### config.mk
export PLATFORM = sky130hd
export DESIGN_NAME = fstat_reporter
export DESIGN_NICKNAME = d
export VERILOG_FILES = /design/src/rtl/fstat_pkg.sv /design/src/rtl/fstat_toggle.sv /design/src/rtl/fstat_sector_hit.sv /design/src/rtl/fstat_word.sv /design/src/rtl/fstat_reporter.sv
export SDC_FILE = /design/constraint.sdc
export NUM_CORES = 1
export LEC_CHECK = 0
export BUFFER_PORTS_ARGS = -buffer_cell sky130_fd_sc_hd__buf_4
export CAP_MARGIN = 10
export CORE_ASPECT_RATIO = 1.25
export CORE_MARGIN = 2
export CORE_UTILIZATION = 34
export CTS_CLUSTER_DIAMETER = 40
export DETAILED_ROUTE_END_ITERATION = 10
export MAX_ROUTING_LAYER = met4
export PLACE_DENSITY = 0.83
export SLEW_MARGIN = 10
export SYNTH_ARGS = -nofsm -noshare
export SYNTH_HDL_FRONTEND = slang
export SYNTH_HIERARCHICAL = 1
export SYNTH_SLANG_ARGS = --single-unit
### constraint.sdc
create_clock -name clk -period 2.95 [get_ports clk]
set_input_delay 0.59 -clock clk [delete_from_list [all_inputs] [get_ports clk]]
set_output_delay 0.59 -clock clk [all_outputs]
set_load 0.005 [all_outputs]
### src/rtl/fstat_pkg.sv
// Package: shared encodings and bit positions of the status reporter.
// Assumes an 8-bit data path; status bit positions are fixed by the host protocol.
package fstat_pkg;
    typedef enum logic [1:0] {
        OPK_NONE  = 2'b00,
        OPK_PROG  = 2'b01,
        OPK_ERASE = 2'b10,
        OPK_ESUSP = 2'b11
    } opk_t;

    localparam int DW     = 8;
    localparam int B_POLL = 7;
    localparam int B_TOG  = 6;
    localparam int B_TMO  = 5;
    localparam int B_WIN  = 3;
    localparam int B_STOG = 2;
endpackage

### src/rtl/fstat_toggle.sv
// Module: a single toggle state bit.
// It clears while clr is high, otherwise inverts whenever adv is high.
// Assumes clr takes priority over adv.
module fstat_toggle (
    input  logic clk,
    input  logic rst_n,
    input  logic clr,
    input  logic adv,
    output logic q
);
    // Toggle register with synchronous clear.
    always_ff @(posedge clk) begin
        if (!rst_n)   q <= 1'b0;
        else if (clr) q <= 1'b0;
        else if (adv) q <= ~q;
    end
endmodule

### src/rtl/fstat_sector_hit.sv
// Module: decides whether a read address falls in a sector selected for erase.
// Sector index is the top SECT_W address bits; uniform sectors are assumed.
module fstat_sector_hit #(
    parameter int ADDR_W = 19,
    parameter int SECT_W = 3
) (
    input  logic [ADDR_W-1:0]       addr,
    input  logic [(1<<SECT_W)-1:0]  sel,
    output logic                    hit
);
    localparam int NSECT = 1 << SECT_W;

    logic [SECT_W-1:0] sidx;
    logic [NSECT-1:0]  dec;

    assign sidx = addr[ADDR_W-1 -: SECT_W];

    // One comparator per sector forms a one-hot decode.
    for (genvar i = 0; i < NSECT; i++) begin : g_dec
        assign dec[i] = (sidx == SECT_W'(i));
    end

    // Hit when the decoded sector is one of the selected ones.
    always_comb hit = |(dec & sel);
endmodule

### src/rtl/fstat_word.sv
// Module: combinational builder of the byte returned for one read.
// Assumes busy and op have already been qualified by the caller's flags.
module fstat_word
    import fstat_pkg::*;
(
    input  logic          active,
    input  logic          susp_hit,
    input  opk_t          op,
    input  logic          tgt7,
    input  logic          timeout,
    input  logic          win_closed,
    input  logic          tog6,
    input  logic          tog2,
    input  logic [DW-1:0] arr,
    output logic [DW-1:0] word
);
    // Select status layout by operation kind, else pass array data.
    always_comb begin
        word = arr;
        if (active) begin
            word         = '0;
            word[B_TOG]  = tog6;
            word[B_TMO]  = timeout;
            if (op == OPK_PROG) begin
                word[B_POLL] = ~tgt7;
            end else begin
                word[B_POLL] = 1'b0;
                word[B_WIN]  = win_closed;
            end
        end else if (susp_hit) begin
            word         = '0;
            word[B_POLL] = 1'b1;
            word[B_TOG]  = tog6;
            word[B_STOG] = tog2;
        end
    end
endmodule

### src/rtl/fstat_reporter.sv
// Module: top of the embedded operation status reporter.
// Returns a registered read byte on each rd_stb and drives the ready/busy level.
// Assumes rd_stb is a one-cycle pulse per host read and that inputs are synchronous to clk.
module fstat_reporter
    import fstat_pkg::*;
#(
    parameter int ADDR_W = 19,
    parameter int SECT_W = 3
) (
    input  logic                   clk,
    input  logic                   rst_n,
    input  logic                   busy,
    input  logic [1:0]             op_kind,
    input  logic [7:0]             tgt_data,
    input  logic [(1<<SECT_W)-1:0] erase_sel,
    input  logic [ADDR_W-1:0]      rd_addr,
    input  logic [7:0]             arr_data,
    input  logic                   timeout,
    input  logic                   win_closed,
    input  logic                   rd_stb,
    output logic [7:0]             dout,
    output logic                   ready
);
    opk_t          op;
    logic          active;
    logic          in_susp;
    logic          sect_hit;
    logic          susp_hit;
    logic          tog6;
    logic          tog2;
    logic [DW-1:0] word;

    // Decode operation kind into qualified modes.
    always_comb begin
        op       = opk_t'(op_kind);
        active   = busy && (op == OPK_PROG || op == OPK_ERASE);
        in_susp  = busy && (op == OPK_ESUSP);
        susp_hit = in_susp && sect_hit;
    end

    fstat_sector_hit #(.ADDR_W(ADDR_W), .SECT_W(SECT_W)) u_hit (
        .addr (rd_addr),
        .sel  (erase_sel),
        .hit  (sect_hit)
    );

    fstat_toggle u_tog6 (
        .clk   (clk),
        .rst_n (rst_n),
        .clr   (!busy),
        .adv   (rd_stb && active),
        .q     (tog6)
    );

    fstat_toggle u_tog2 (
        .clk   (clk),
        .rst_n (rst_n),
        .clr   (!in_susp),
        .adv   (rd_stb && susp_hit),
        .q     (tog2)
    );

    fstat_word u_word (
        .active     (active),
        .susp_hit   (susp_hit),
        .op         (op),
        .tgt7       (tgt_data[B_POLL]),
        .timeout    (timeout),
        .win_closed (win_closed),
        .tog6       (tog6),
        .tog2       (tog2),
        .arr        (arr_data),
        .word       (word)
    );

    // Capture the read byte on each read strobe.
    always_ff @(posedge clk) begin
        if (!rst_n)      dout <= '0;
        else if (rd_stb) dout <= word;
    end

    // Ready/busy level: low while an algorithm runs.
    always_ff @(posedge clk) begin
        if (!rst_n) ready <= 1'b1;
        else        ready <= !active;
    end
endmodule

**Yosys cells after proc, flatten, opt, wreduce, memory -nomap -nowiden**

Cells that the tools add are included.

- Flip-flop bits (word level): 11
- Bits in latches: 0
- Bits in writable memories: 0
- ROM bits: 0
- Input port bits: 51
- Output and inout port bits: 9
- Word-level logic and storage cells: 33
- Memories: 0

- Add/sub/neg operators: 0
- Multipliers: 0
- Divide/modulo/power cells: 0
- $lt $le $gt $ge: 0
- Eq/ne operators: 10
- Shift operators: 0
- Multiplexer cells: 4
- Bitwise gates (word level): 4
- Reduce and logical (&&, ||, !) cells: 11

Operator list:

| kind | count |
|---|---|
| $mux W8 | 2 |
| $eq A3 B3 Y1 const B | 4 |
| $and A8 B8 Y8 | 1 |
| $reduce_or A8 Y1 | 1 |
| $eq A3 B2 Y1 const B | 2 |
| $logic_and A1 B1 Y1 | 5 |
| $eq A2 B2 Y1 const B | 2 |
| $reduce_and A2 Y1 | 2 |
| $eq A3 B1 Y1 const B | 1 |
| $logic_not A3 Y1 | 1 |
| $not A1 Y1 | 3 |
| $eq A2 B1 Y1 const B | 1 |
| $mux W1 | 2 |
| $logic_not A1 Y1 | 1 |
| $logic_or A1 B1 Y1 | 1 |

**Longest topological paths before layout**

Gate-level depths: netlist (run 1).

- Depth after elaboration: 6
- Gate-level depth with buffers: 7
- Depth with buffers taken out: 7

**By module**

Netlist (run 1), hierarchy kept.

By module, submodules not included:

| module | instances | cells an instance | area each (um2) | seq. area each (um2) |
|---|---|---|---|---|
| fstat_reporter | 1 | 34 | 372.9 | 180.2 |
| fstat_word | 1 | 15 | 102.6 | 0.0 |
| fstat_toggle | 2 | 3 | 41.3 | 20.0 |
| fstat_sector_hit | 1 | 3 | 63.8 | 0.0 |

**Worst setup path after synthesis (run 1)**

Ideal clock, no wire load.

- Path type: in2reg
- Start: input port rd_addr[17]
- End: register dout[6]
- Library setup time: 0.116 ns
- Arrival time: 2.217 ns
- Required time: 2.834 ns
- Setup slack: 0.617 ns
- Stages: 7
- Buffers on the path: 0
- Path through: mux4_1 -> mux2_2 -> and3_1 -> nor2_2 -> mux2_4 -> mux2i_1 -> nor2b_1

- Word-level cells in the longest chain between the ends: 6
- Elaborated cells on any way between the ends: 13
- Classes of those cells: eq/ne (7); mux (2); bitwise (1); reduce/logical (3)

RTL lines:

| what | line | RTL |
|---|---|---|
| start, declared | fstat_reporter.sv:16 | `input logic [ADDR_W-1:0] rd_addr,` |
| $eq A3 B1 Y1 (tied with other cells) | fstat_sector_hit.sv:20 | `assign dec[i] = (sidx == SECT_W'(i));` |
| $and A8 B8 Y8 * | fstat_sector_hit.sv:24 | `always_comb hit = \|(dec & sel);` |
| $reduce_or A8 Y1 * | fstat_sector_hit.sv:24 |  |
| net sect_hit | fstat_reporter.sv:27 | `logic sect_hit;` |
| $logic_and A1 B1 Y1 * | fstat_reporter.sv:38 | `susp_hit = in_susp && sect_hit;` |
| net susp_hit | fstat_reporter.sv:28 | `logic susp_hit;` |
| $mux W8 * | fstat_word.sv:30 | `end else if (susp_hit) begin` |
| $mux W8 * | fstat_word.sv:20 | `if (active) begin` |
| net word[6] | fstat_reporter.sv:31 | `logic [DW-1:0] word;` |
| end signal, assigned | fstat_reporter.sv:79 | `else if (rd_stb) dout <= word;` |
| end, declared | fstat_reporter.sv:21 | `output logic [7:0] dout,` |

The timed path passes the listed nets; every way through them passes the cells marked *.
A chain may end at the register's enable or synchronous reset.

**Worst setup path in the final report (run 1)**

Same ends and word-level chain as after synthesis.

==> results of run 1 <==
per-layer routing:
layer	track usage (%)	up-vias	wire length [µm]
li1	-	280	-
met1	15.8	265	498
met2	33.3	27	870
met3	2.43	2	119
met4	7.81	0	19
met5	-	-	0
power by group through the flow:
stage | sequential [µW] | combinational [µW] | clock (µW)
after global placement | 164 | 87.7 | 0
after floorplan | 165 | 43.2 | 0
after global routing | 162 | 99.4 | 113
after detailed placement | 164 | 91.7 | 0
after CTS | 161 | 91.9 | 106
final | 161 | 89.9 | 103
worst register-to-register path, stage by stage (launching register included):
cell     delay (ns)
dfxtp_1        0.32
mux2_4         0.26
mux2i_1        0.14
nor2b_1        0.06
registers in the layout, summed over array words and instances (netlist names):
signal / count
u_tog2/q: 1
u_tog6/q: 1
ready: 1
dout: 8
cell usage after synthesis (all sizes together):
cell type  instances
ha                 1
o21ai              1
mux4               2
a32o               1
and3               2
and2               5
nand2b             3
o22ai              1
mux2               2
mux2i              9
nor2b              8
nand2              3
nor3b              2
dfxtp             11
buf                1
nor2               3
inv                1
xnor2              2
metrics by stage:
stage	std cells	power (µW)	hold slack (ns)	utilization, %	cell area [µm²]
2_1_floorplan	58	208	0.507	-	622
4_1_cts	116	359	0.531	53.4	931
5_1_grt	116	375	0.544	53.4	931
3_3_place_gp	112	251	0.497	51.9	905
3_5_place_dp	112	256	0.509	51.9	905
6_report	116	353	0.526	53.4	931
placed cells by master (no fill, tap or decap), drive strengths merged:
master	instances
o21ai	1
ha	1
and2	5
a32o	1
nor3b	2
nand2b	3
clkbuf	4
and3	2
o22ai	1
nand2	3
buf	36
dfxtp	11
xnor2	2
mux4	2
nor2	3
mux2i	9
inv	1
nor2b	8
mux2	2
path summary, 6_finish.rpt:
kind,start,end,cells after the start
min,dout[3]$_SDFFE_PN0P_,dout[3]$_SDFFE_PN0P_,2
min reg2reg,dout[3]$_SDFFE_PN0P_,dout[3]$_SDFFE_PN0P_,2
max,rd_addr[17],dout[6]$_SDFFE_PN0P_,8
max reg2reg,u_tog6/q$_SDFFE_PP0P_,dout[6]$_SDFFE_PN0P_,3
area by class of cell:
cell class | count | share of cell area [%]
sequential | 11 | 23.7
tap | 19 | 2.55
timing repair buffer | 36 | 29.0
multi-input combinational | 45 | 41.5
inverter | 1 | 0.403
clock buffer | 4 | 2.82
logic make-up (layout without fill, tap and decap cells):
kind of cell    Yosys count  after routing  share of synthesized area (%)
mux                      13             13                           27.2
buf+inv                   2             41                           2.41
flops                    11             11                           35.4
compound gates            3              3                           3.62
simple gates             26             26                           26.6
xor+xnor                  2              2                           2.82
fa+ha+maj                 1              1                           2.01
==> results.json, run 1 <==
{
  "cp.buffers_inverters": 1,
  "p_sw_share_pct": 24.3,
  "routed_via_density": 4.95,
  "multiInputGateArea_um2": 387,
  "synth.avg_cell_area_um2": 10.7,
  "end_kind": "register",
  "post_cts_resize_count": 0,
  "p_int_uw": 267,
  "clock_latency_ns": 0.27,
  "setup_viol": 0,
  "die_height_um": 51.8,
  "fill_cells": 172,
  "tightest_slew_ns": 0.288,
  "gp_congestion": 0.694,
  "gr-usage-all-layers_pct": 16.9,
  "yosysSeqAreaShare_pct": 35.4,
  "ant_nets": 0,
  "crit_path_start_kind": "input pin",
  "core_area_mm2": 0.00174,
  "critical_path_class": "input pin to register",
  "vias": 574,
  "nets": 150,
  "clock-root-buffer": "clkbuf_4",
  "dp_slack_ns": 0.305,
  "p_per_area_mw_per_mm2": 380,
  "timing.critical_path.cells": "buf_4, mux4_1, mux2_2, and3_1, nor2_2, mux2_4, mux2i_1, nor2b_1",
  "r2r_setup_slack_ns": 2.06,
  "relSlewSlack_pct": 80.8,
  "clock_skew_ns": 0.00336,
  "synthCells": 58,
  "die_w_um": 42.3,
  "cts.sinks": 11,
  "antenna_cells": 0,
  "cts_max_level": 1,
  "grt_pass1_vias": 616,
  "synth_top_area_cell": "dfxtp_1",
  "drt_pass1_iterations": 3,
  "wl_per_cell_um": 13.0,
  "cts_buffers": 3,
  "period_share_pct": 78.8,
  "grt_setup_unrepaired": "false",
  "layout.area.seq_um2": 220,
  "slowest_stage": "mux4_1",
  "area_growth_pct": 49.7,
  "rows": 17,
  "grt_overflow_total": 0,
  "pin_count": 60,
  "p_sw_uw": 85.9,
  "outcome": "completed",
  "grt_pass1_wl_mm": 2.64,
  "drt_iter0_drc": 1,
  "tns_ns": 0,
  "fin_ws_ns": 0.625,
  "postCtsHoldBufs": 0,
  "drive_gt1_share_pct": 48.5,
  "ys_ff_latch": 11,
  "netlist.area_leader.share_pct": 35.4,
  "min_period_ns": 2.33,
  "synth.distinct_cells": 22,
  "grt_max_degree": 12,
  "maxCapViolCount": 0,
  "critPathMaxStageDelay_ns": 0.54,
  "start_util_pct": 35.7,
  "wl_mm": 1.51,
  "cts_tree": "built",
  "cts_setup_buffers": 0,
  "required_ns": 3.11,
  "cts.path.max_buffers": 2,
  "p_comb_share_pct": 25.5,
  "netlist_top_cells_area": "dfxtp_1, mux2i_1, mux4_1",
  "ir_drop_mv": 0.204,
  "dieArea_mm2": 0.00219,
  "antenna_found_initial": 0,
  "max_freq_mhz": 430,
  "syn_nets": 110,
  "clk_pin_slew_ns": 0.07,
  "cpLargestDelayFamily": "multiplexers",
  "hold_class": "register to register",
  "slew_viol_final": 0,
  "critPathArrivalTime_ns": 2.49,
  "port-buffer-count": 36,
  "hold_viol": 0,
  "syn_area_um2": 622,
  "p_leak_uw": 0.000447,
  "seqPwrFrac_pct": 45.5,
  "power_frac_clock_pct": 29.0,
  "drc_errors": 0,
  "yosys_warnings": 6,
  "worst-path-max-fanout": 5
}
(Power assumes the default switching activity.)
==> run 2, diff against run 1 <==
Clock period 2.95 ns to 2.3 ns, I/O delays scaled along.
==> results.json, run 2 (synthesized netlist as in run 1, its figures left out) <==
{
  "outcome": "completed",
  "utilization_pct": 54.3,
  "ir_drop_mv": 0.298,
  "port-buffer-count": 36,
  "antenna_found_initial": 0,
  "worst-path-max-fanout": 2,
  "post_cts_resize_count": 0,
  "dieArea_mm2": 0.00219,
  "drc_errors": 0,
  "hold_class": "input pin to register",
  "cts.sinks": 11,
  "dp_cells": 114,
  "antenna_cells": 0,
  "clock_skew_ns": 0.000113,
  "crit_path_start_kind": "input pin",
  "hold_viol": 0,
  "gp_congestion": 0.715,
  "cts.path.max_buffers": 2,
  "nets": 152,
  "wl_per_cell_um": 12.4,
  "p_sw_share_pct": 24.7,
  "timing.critical_path.cells": "buf_4, mux4_1, mux2_2, and3_1, nor2_2, mux2_4, mux2i_1, nor2b_1",
  "slew_viol_final": 0,
  "vias": 570,
  "cts_tree": "built",
  "most-common-layout-cells": "buf_4, dfxtp_1, mux2i_1",
  "grt_overflow_total": 0,
  "whs_ns": 0.414,
  "power_frac_clock_pct": 28.5,
  "clk_pin_slew_ns": 0.07,
  "p_sw_uw": 112,
  "critPathMaxStageDelay_ns": 0.54,
  "wl_mm": 1.46,
  "cts_setup_buffers": 0,
  "drt_pass1_iterations": 3,
  "slowest_stage": "mux4_1",
  "gr-usage-all-layers_pct": 15.7,
  "critPathArrivalTime_ns": 2.21,
  "core_area_mm2": 0.00174,
  "rows": 17,
  "ant_nets": 0,
  "end_kind": "register",
  "grt_setup_unrepaired": "false",
  "clock-root-buffer": "clkbuf_4",
  "relSlewSlack_pct": 80.7,
  "grt_max_degree": 12,
  "clock_latency_ns": 0.26,
  "area_growth_pct": 52.3,
  "hold_path.startpoint": "rst_n",
  "cts_max_level": 1,
  "largest_reg_flops": 8,
  "min_period_ns": 2.05,
  "p_leak_uw": 0.000459,
  "max_freq_mhz": 488,
  "grt_pass1_wl_mm": 2.45,
  "setup_viol": 0,
  "fill_cells": 168,
  "top_register": "dout",
  "grt_pass1_vias": 621,
  "tightest_slew_ns": 0.289,
  "final_common_cell": "buf_4",
  "die_w_um": 42.3,
  "cts_buffers": 3,
  "p_per_area_mw_per_mm2": 481,
  "p_int_uw": 343,
  "pin_count": 60,
  "finalNonFillerCells": 118,
  "required_ns": 2.46,
  "start_util_pct": 35.7,
  "die_height_um": 51.8,
  "rr_startpoint": "u_tog6/q$_SDFFE_PP0P_",
  "period_share_pct": 89.1,
  "maxCapViolCount": 0,
  "drive_gt1_share_pct": 50.5,
  "p_comb_share_pct": 26.2,
  "postCtsHoldBufs": 0,
  "seqPwrFrac_pct": 45.3,
  "drt_iter0_drc": 2,
  "critical_path_class": "input pin to register",
  "routed_via_density": 4.83,
  "startpoint": "rd_addr[17]"
}
[run 2: layout make-up]
class | count | area [µm²] | share of cell area, %
flip-flops and latches | 11 | 220 | 23.2
clock inverters | 1 | 5.00 | 0.528
multi-input cells | 45 | 387 | 40.8
well taps | 19 | 23.8 | 2.51
inverters | 1 | 3.75 | 0.396
repair buffers | 38 | 285 | 30.1
clock buffers | 3 | 22.5 | 2.38
[run 2: through the flow]
step	cell area [µm²]	power, µW	setup TNS, ns	worst slack, ns
global route	947	485	0	0.183
global placement	920	326	0	0.0216
floorplan	622	267	0	0.0967
CTS	947	463	0	0.244
finish	947	455	0	0.251
detailed placement	920	331	-0.0402	-0.0402
[run 2: power groups by stage]
stage / Clock [µW] / Sequential (µW) / Combinational [µW]
floorplan: 0 / 211 / 55.4
global route: 147 / 208 / 129
CTS: 135 / 206 / 121
detailed placement: 0 / 211 / 121
global placement: 0 / 210 / 116
finish: 130 / 206 / 119
[run 2: path summary, 6_finish.rpt]
path                                              to  slack, ns  cells after the start
worst min register to register  dout[1]$_SDFFE_PN0P_       0.52                      2
worst max register to register  dout[6]$_SDFFE_PN0P_       1.43                      3
worst min-delay path                ready$_SDFF_PN1_       0.41                      2
worst max-delay path            dout[6]$_SDFFE_PN0P_       0.25                      8
[run 2: layer usage]
metal,vias to the layer above,GRT usage [%],part of all wire [%]
met1,255,13.3,34
li1,286,-,-
met4,0,7.81,1.4
met5,-,-,0
met3,2,3.82,7.7
met2,27,31.3,56
[run 2: critical path: cells and delay by family]
| family | cells | cell delay (ns) |
|---|---|---|
| buf+inv | 1 | 0.09 |
| simple gates | 3 | 0.41 |
| mux | 4 | 1.25 |
